--- src/rtl/memtest_pkg.sv ---
package memtest_pkg;

  typedef enum logic [1:0] {
    PAT_AA55 = 2'd0,
    PAT_ONES = 2'd1,
    PAT_A5   = 2'd2,
    PAT_INC  = 2'd3
  } pat_e;

  typedef enum logic [1:0] {
    ST_IDLE,
    ST_ISSUE,
    ST_DRAIN
  } state_e;

  function automatic logic [31:0] pattern_word(pat_e sel, logic [31:0] idx);
    case (sel)
      PAT_AA55: return 32'haaaa5555;
      PAT_ONES: return 32'hffffffff;
      PAT_A5:   return 32'ha5a55a5a;
      default:  return idx;
    endcase
  endfunction

endpackage

--- src/rtl/memtest_pattern.sv ---
module memtest_pattern
  import memtest_pkg::*;
(
  input  logic        clk,
  input  logic        rst_n,
  input  logic        load,
  input  logic [1:0]  sel_in,
  input  logic        adv,
  output logic [31:0] word
);

  pat_e        sel_q;
  logic [31:0] idx_q;

  always_ff @(posedge clk) begin
    if (!rst_n) begin
      sel_q <= PAT_AA55;
      idx_q <= '0;
    end else if (load) begin
      sel_q <= pat_e'(sel_in);
      idx_q <= '0;
    end else if (adv) begin
      idx_q <= idx_q + 32'd1;
    end
  end

  assign word = pattern_word(sel_q, idx_q);

endmodule

--- src/rtl/memtest_errcnt.sv ---
module memtest_errcnt #(
  parameter int ERR_W = 31
) (
  input  logic             clk,
  input  logic             rst_n,
  input  logic             clr,
  input  logic             sample,
  input  logic [31:0]      actual,
  input  logic [31:0]      expected,
  output logic [ERR_W-1:0] count
);

  localparam logic [ERR_W-1:0] CNT_MAX = {ERR_W{1'b1}};

  logic miss;
  assign miss = sample && (actual != expected);

  always_ff @(posedge clk) begin
    if (!rst_n || clr) count <= '0;
    else if (miss && count != CNT_MAX) count <= count + ERR_W'(1);
  end

  assert_sat_hold_R10: assert property (@(posedge clk) disable iff (!rst_n)
    (count == CNT_MAX && !clr) |=> (count == CNT_MAX));

  assert_quiet_R9: assert property (@(posedge clk) disable iff (!rst_n)
    (!clr && !sample) |=> $stable(count));

endmodule

--- src/rtl/memtest_seq.sv ---
module memtest_seq
  import memtest_pkg::*;
#(
  parameter int ADDR_W  = 28,
  parameter int BEAT_W  = 8,
  parameter int BURST_W = 32,
  parameter int OUT_W   = 6
) (
  input  logic               clk,
  input  logic               rst_n,
  input  logic               start,
  input  logic               cfg_burst_mode,
  input  logic               cfg_read,
  input  logic [BEAT_W-1:0]  cfg_max_beats,
  input  logic [BURST_W-1:0] cfg_bursts,
  output logic               launch,
  output logic               run_read,
  output logic               busy,
  output logic               end_flag,
  output logic               mem_valid,
  input  logic               mem_ready,
  output logic               mem_last,
  output logic [ADDR_W-1:0]  mem_addr,
  input  logic               rd_valid
);

  localparam logic [BEAT_W-1:0]  BEAT_ONE  = BEAT_W'(1);
  localparam logic [BURST_W-1:0] BURST_ONE = BURST_W'(1);

  state_e             state;
  logic               mode_q;
  logic               read_q;
  logic [BEAT_W-1:0]  beats_q;
  logic [BEAT_W-1:0]  beats_left;
  logic [BURST_W-1:0] bursts_left;
  logic [ADDR_W-1:0]  addr_q;
  logic [OUT_W-1:0]   outst;
  logic               end_q;
  logic               issue_ok;
  logic               accept;

  assign launch    = (state == ST_IDLE) && start;
  assign issue_ok  = !(read_q && !mode_q && outst != '0);
  assign mem_valid = (state == ST_ISSUE) && issue_ok;
  assign accept    = mem_valid && mem_ready;
  assign mem_last  = !mode_q || (beats_left == BEAT_ONE);
  assign mem_addr  = addr_q;
  assign run_read  = read_q;
  assign busy      = (state != ST_IDLE);
  assign end_flag  = end_q;

  always_ff @(posedge clk) begin
    if (!rst_n) begin
      state       <= ST_IDLE;
      mode_q      <= 1'b0;
      read_q      <= 1'b0;
      beats_q     <= BEAT_ONE;
      beats_left  <= BEAT_ONE;
      bursts_left <= '0;
      addr_q      <= '0;
      end_q       <= 1'b0;
    end else begin
      case (state)
        ST_IDLE: if (start) begin
          mode_q      <= cfg_burst_mode;
          read_q      <= cfg_read;
          beats_q     <= (cfg_max_beats == '0) ? BEAT_ONE : cfg_max_beats;
          beats_left  <= (cfg_max_beats == '0) ? BEAT_ONE : cfg_max_beats;
          bursts_left <= cfg_bursts;
          addr_q      <= '0;
          end_q       <= 1'b0;
          state       <= (cfg_bursts == '0) ? ST_DRAIN : ST_ISSUE;
        end
        ST_ISSUE: if (accept) begin
          addr_q <= addr_q + ADDR_W'(1);
          if (beats_left == BEAT_ONE) begin
            beats_left  <= beats_q;
            bursts_left <= bursts_left - BURST_ONE;
            if (bursts_left == BURST_ONE) state <= ST_DRAIN;
          end else begin
            beats_left <= beats_left - BEAT_ONE;
          end
        end
        ST_DRAIN: if (outst == '0) begin
          state <= ST_IDLE;
          end_q <= 1'b1;
        end
        default: state <= ST_IDLE;
      endcase
    end
  end

  always_ff @(posedge clk) begin
    if (!rst_n) outst <= '0;
    else case ({accept && read_q, rd_valid})
      2'b10:   outst <= outst + OUT_W'(1);
      2'b01:   outst <= outst - OUT_W'(1);
      default: outst <= outst;
    endcase
  end

  assert_hold_R8: assert property (@(posedge clk) disable iff (!rst_n)
    (mem_valid && !mem_ready) |=> (mem_valid && $stable(mem_addr) && $stable(mem_last)));

  assert_single_wait_R7: assert property (@(posedge clk) disable iff (!rst_n)
    (mem_valid && read_q && !mode_q) |-> (outst == '0));

  assert_room_R7: assert property (@(posedge clk) disable iff (!rst_n)
    (accept && read_q) |-> (outst != '1));

  assert_return_owed_R11: assert property (@(posedge clk) disable iff (!rst_n)
    rd_valid |-> (outst != '0));

  assert_idle_silent_R2: assert property (@(posedge clk) disable iff (!rst_n)
    !busy |-> !mem_valid);

  assert_end_idle_R11: assert property (@(posedge clk) disable iff (!rst_n)
    end_flag |-> !busy);

endmodule

--- src/rtl/memtest_engine.sv ---
module memtest_engine #(
  parameter int ADDR_W = 28,
  parameter int ERR_W  = 31,
  parameter int OUT_W  = 6
) (
  input  logic              clk,
  input  logic              rst_n,
  input  logic              cfg_burst_mode,
  input  logic              cfg_read,
  input  logic [1:0]        cfg_pattern,
  input  logic [7:0]        cfg_max_beats,
  input  logic [15:0]       cfg_bursts_lo,
  input  logic [15:0]       cfg_bursts_hi,
  input  logic              start,
  output logic              busy,
  output logic              end_flag,
  output logic [15:0]       err_cnt_lo,
  output logic [14:0]       err_cnt_hi,
  output logic              mem_valid,
  input  logic              mem_ready,
  output logic              mem_write,
  output logic [ADDR_W-1:0] mem_addr,
  output logic [31:0]       mem_wdata,
  output logic              mem_last,
  input  logic              rd_valid,
  input  logic [31:0]       rd_data
);

  localparam int BEAT_W  = 8;
  localparam int BURST_W = 32;

  logic             launch;
  logic             run_read;
  logic [31:0]      words [2];
  logic [1:0]       adv;
  logic [ERR_W-1:0] err_q;
  logic [30:0]      err_full;

  memtest_seq #(
    .ADDR_W(ADDR_W), .BEAT_W(BEAT_W), .BURST_W(BURST_W), .OUT_W(OUT_W)
  ) u_seq (
    .clk(clk), .rst_n(rst_n), .start(start),
    .cfg_burst_mode(cfg_burst_mode), .cfg_read(cfg_read),
    .cfg_max_beats(cfg_max_beats), .cfg_bursts({cfg_bursts_hi, cfg_bursts_lo}),
    .launch(launch), .run_read(run_read), .busy(busy), .end_flag(end_flag),
    .mem_valid(mem_valid), .mem_ready(mem_ready), .mem_last(mem_last),
    .mem_addr(mem_addr), .rd_valid(rd_valid)
  );

  // Slot 0 follows accepted commands, slot 1 follows returned read data.
  assign adv[0] = mem_valid && mem_ready;
  assign adv[1] = rd_valid;

  for (genvar g = 0; g < 2; g++) begin : g_pat
    memtest_pattern u_pat (
      .clk(clk), .rst_n(rst_n), .load(launch), .sel_in(cfg_pattern),
      .adv(adv[g]), .word(words[g])
    );
  end

  memtest_errcnt #(.ERR_W(ERR_W)) u_err (
    .clk(clk), .rst_n(rst_n), .clr(launch), .sample(rd_valid && run_read),
    .actual(rd_data), .expected(words[1]), .count(err_q)
  );

  assign mem_write  = !run_read;
  assign mem_wdata  = words[0];
  assign err_full   = 31'(err_q);
  assign err_cnt_lo = err_full[15:0];
  assign err_cnt_hi = err_full[30:16];

  assert_end_quiet_R11: assert property (@(posedge clk) disable iff (!rst_n)
    end_flag |-> !mem_valid);

  assert_start_clears_R2: assert property (@(posedge clk) disable iff (!rst_n)
    (start && !busy) |=> (!end_flag && err_full == '0));

endmodule

--- config.mk ---
export PLATFORM = sky130hd
export DESIGN_NAME = memtest_engine
export DESIGN_NICKNAME = d
export VERILOG_FILES = /design/src/rtl/memtest_pkg.sv /design/src/rtl/memtest_pattern.sv /design/src/rtl/memtest_errcnt.sv /design/src/rtl/memtest_seq.sv /design/src/rtl/memtest_engine.sv
export SDC_FILE = /design/constraint.sdc
export NUM_CORES = 1
export LEC_CHECK = 0
export ABC_AREA = 1
export BUFFER_PORTS_ARGS = -buffer_cell sky130_fd_sc_hd__buf_2
export CAP_MARGIN = 20
export CELL_PAD_IN_SITES_DETAIL_PLACEMENT = 1
export CELL_PAD_IN_SITES_GLOBAL_PLACEMENT = 1
export CORE_MARGIN = 1.5
export CORE_UTILIZATION = 40
export DETAILED_ROUTE_END_ITERATION = 6
export GPL_ROUTABILITY_DRIVEN = 0
export PLACE_DENSITY_LB_ADDON = 0.1
export SLEW_MARGIN = 30
export SYNTH_ARGS = -nofsm -noshare
export SYNTH_HDL_FRONTEND = slang
export SYNTH_SLANG_ARGS = --single-unit
--- constraint.sdc ---
create_clock -name clk -period 8.8 [get_ports clk]
set_clock_uncertainty 0.1 [all_clocks]
set_input_delay 0.88 -clock clk [delete_from_list [all_inputs] [get_ports clk]]
set_output_delay 0.88 -clock clk [all_outputs]
set_load 0.05 [all_outputs]
==> impl_metrics.ini <==
[outcome]
status = finished clean

[power]
p_leak_nw = 5.65
ir_drop_mv = 0.138
pwr-share-comb_pct = 38.7
power_switching_w = 0.00131
p_int_w = 0.00170
seqPwrFrac_pct = 33.9
p_clk_share_pct = 27.4
p_per_area_nw_per_um2 = 220
netSwitchingFraction_pct = 43.5

[worst_setup_path]
slowest_stage = buf_4
rr_worst_depth = 20
rr_endpoint = u_seq.outst[5]
critPathCaptureType = flip-flop
worstReg2RegStart = u_seq.state[0]
crit_top_cell = nand2_1
crit_fanout = 56
required_ns = 9.06
worstPathBufferInverterCount = 6
critPathMaxStageDelay_ns = 0.49
cpLargestDelayFamily = buffers and inverters
worstPathArrival_ns = 4.49
critPathLaunchType = flip-flop
path_class = reg2reg
r2r_slack_ns = 4.57
crit_chain = inv_1, nor2_4, buf_4, inv_1, buf_4, nor2_2, nand2_1, buf_4, inv_2, nand2_1, ha_1, ha_1, a21oi_1, nand2_1, nand2_1, nand2_1, a21oi_1, xor2_1, nand2_1, a21oi_1

[drt]
drtIter0Drc = 676
drc_errors = 0
routed_wl_mm = 40.9
via_per_inst = 5.41
postRouteAntennaNets = 0
dr.pass1.iters = 5
drt-wirelength-per-cell_microns = 16.7
vias = 13300

[final_layout]
diodes = 0
fillers = 4119
drive_above_1_share_pct = 12.0
multi_input_comb_area_sq_um = 7090
fin_nets = 2154
syn2layout_area_growth_pct = 14.3
final_area_sq_um = 13700
seqCellArea_sq_um = 3680

[cts]
clockBufferDepth = 2
cts_sinks = 184
cts_resized = 0
path_clk_slew_ns = 0.07
clk_latency_ns = 0.44
h-tree-depth = 4
postCtsSetupBuffers = 0
cts_buffers = 17
cts_tree = built
holdBufCountCts = 0
cts_root_buf = clkbuf_16

[worst_hold_path]
min_path_cells = 2
min_to = g_pat[0].u_pat.idx_q[31]
min_from = g_pat[0].u_pat.idx_q[31]
hold_path_class = reg2reg

[global_routing]
grt_use_met2_pct = 45.4
grt_overflow = 0
use_met1_pct = 35.8
top_usage_layer = met2
antenna_found_initial = 0
use_met3_pct = 3.81
grt_max_degree = 76
grt_usage_pct = 26.7
grt_pass1_vias = 13400
grt_pass1_wl_mm = 67.5

[floorplanning]
core_sq_um = 29600
rows = 63
start_util_pct = 40.5
io_pins = 177
fp.dieH_microns = 176
die_area_sq_um = 31000
die_w_microns = 176

[logic_synthesis]
synth.distinct_cells = 45
syn_avg_cell_area_sq_um = 6.22
synth_seq_cells = 184
synth_commonest_cells = nand2_1 (478), inv_1 (223), nor2_1 (215)
synth_top_area_cell = dfxtp_1
yosys_warnings = 0
ys.flop_type = dfxtp_1
yosysMostFrequentCell = nand2_1
synth_nets = 2021
synth_area_sq_um = 12000
async_flop_share_pct = 0
yosys-top-cells-area = dfxtp_1 (31%), nand2_1 (15%), inv_1 (7.0%), nor2_1 (6.7%), a21oi_1 (6.3%)
syn_inst = 1923
synth_edf_count = 0
synth_top_area_share_pct = 30.8
yosysSeqAreaShare_pct = 30.8

[sta]
tightestPinTransition_ns = 0.900
rsz0062_at_grt = false
timing.hold.ws_ns = 0.367
finalCritPeriodShare_pct = 48.0
final_hold_viol_count = 0
final_max_slew_viol_count = 0
max_freq_mhz = 237
setup_tns_ns = 0
final.min_clock_period_ns = 4.23
setup_viol = 0
slew_headroom_pct = 40.0

[run]
max-cap-violations = 0

[placement]
io_buffers = 176
dpl-instance-area_sq_um = 13100
dp_hpwl_mm = 30.4
==> worst max path at each step <==
stage / endpoint / depth (start not counted) / startpoint
floorplan: u_seq.outst[5] / 19 / u_seq.outst[1]
global placement: u_seq.outst[5] / 20 / u_seq.state[0]
detailed placement: u_seq.outst[5] / 20 / u_seq.state[0]
CTS: u_seq.outst[5] / 20 / u_seq.state[0]
global route: u_seq.outst[5] / 20 / u_seq.state[0]
finish: u_seq.outst[5] / 20 / u_seq.state[0]
==> final cells by class <==
type	instances	area share (%)
Clock buffer	18	3.21
Clock inverter	12	1.21
Inverter	228	6.27
Multi-Input combinational cell	1439	51.8
Sequential cell	184	26.9
Tap cell	390	3.57
Timing Repair Buffer	186	6.99
==> state kept, by name, indices dropped and copies added, names as in the netlist <==
name and flops:
u_seq.mode_q 1, u_err.count 31, u_seq.run_read 1, u_seq.beats_q 8, u_seq.state 2, u_seq.outst 6
g_pat.u_pat.sel_q 2, g_pat.u_pat.idx_q 64, u_seq.beats_left 8, u_seq.bursts_left 32, u_seq.end_flag 1, u_seq.mem_addr 28
==> tightest hold or removal path: stages, from the launching register on <==
cell and delay [ns]:
dfxtp_1 0.31, nand2_1 0.06, a21oi_1 0.05
==> metrics by stage <==
step | utilization, % | power [W] | instances | setup WS, ns
2_1_floorplan | - | 0.00189 | 1923 | 5.44
3_3_place_gp | 44.2 | 0.00215 | 2427 | 4.74
3_5_place_dp | 44.2 | 0.00220 | 2427 | 4.58
4_1_cts | 46.3 | 0.00303 | 2457 | 4.52
5_1_grt | 46.3 | 0.00321 | 2457 | 4.15
6_report | 46.3 | 0.00301 | 2457 | 4.57
==> layer usage <==
| metal | up-vias | routed length, microns |
|---|---|---|
| met4 | 0 | 511 |
| met3 | 37 | 1780 |
| met2 | 290 | 19100 |
| li1 | 6584 | - |
| met1 | 6372 | 19500 |
| met5 | - | 0 |
==> placed cells by master (no fill, tap or decap), drive strengths merged, types with 5 or more instances in the layout <==
cell    count
o211ai      5
dfxtp     184
nor2      221
nand4      74
nand3     124
o21ai     127
ha         16
xor2       55
a21o        7
clkbuf     18
xnor2      20
nand2     482
or2        10
nor4       17
nor3b       5
inv       231
a31oi      20
o21a        5
a21oi     151
nand3b     11
nor3       72
buf       186
==> kinds of logic (layout without fill, tap and decap cells) <==
| group | Yosys count | after routing | share of synthesized area (%) |
|---|---|---|---|
| compound gates | 328 | 328 | 14.6 |
| simple gates | 1019 | 1019 | 37.2 |
| fa+ha+maj | 17 | 17 | 1.84 |
| xor+xnor | 75 | 75 | 5.49 |
| buf+inv | 300 | 444 | 10.1 |
| flops | 184 | 184 | 30.8 |
==> power groups by stage <==
stage | sequential, W | combinational [W] | clock [W]
after floorplan | 0.00102 | 0.000870 | 0
after global placement | 0.00103 | 0.00112 | 0
after detailed placement | 0.00103 | 0.00116 | 0
after CTS | 0.00102 | 0.00117 | 0.000839
after global routing | 0.00103 | 0.00130 | 0.000871
final | 0.00102 | 0.00116 | 0.000822
Note: power is estimated with default switching activity, not from simulation.
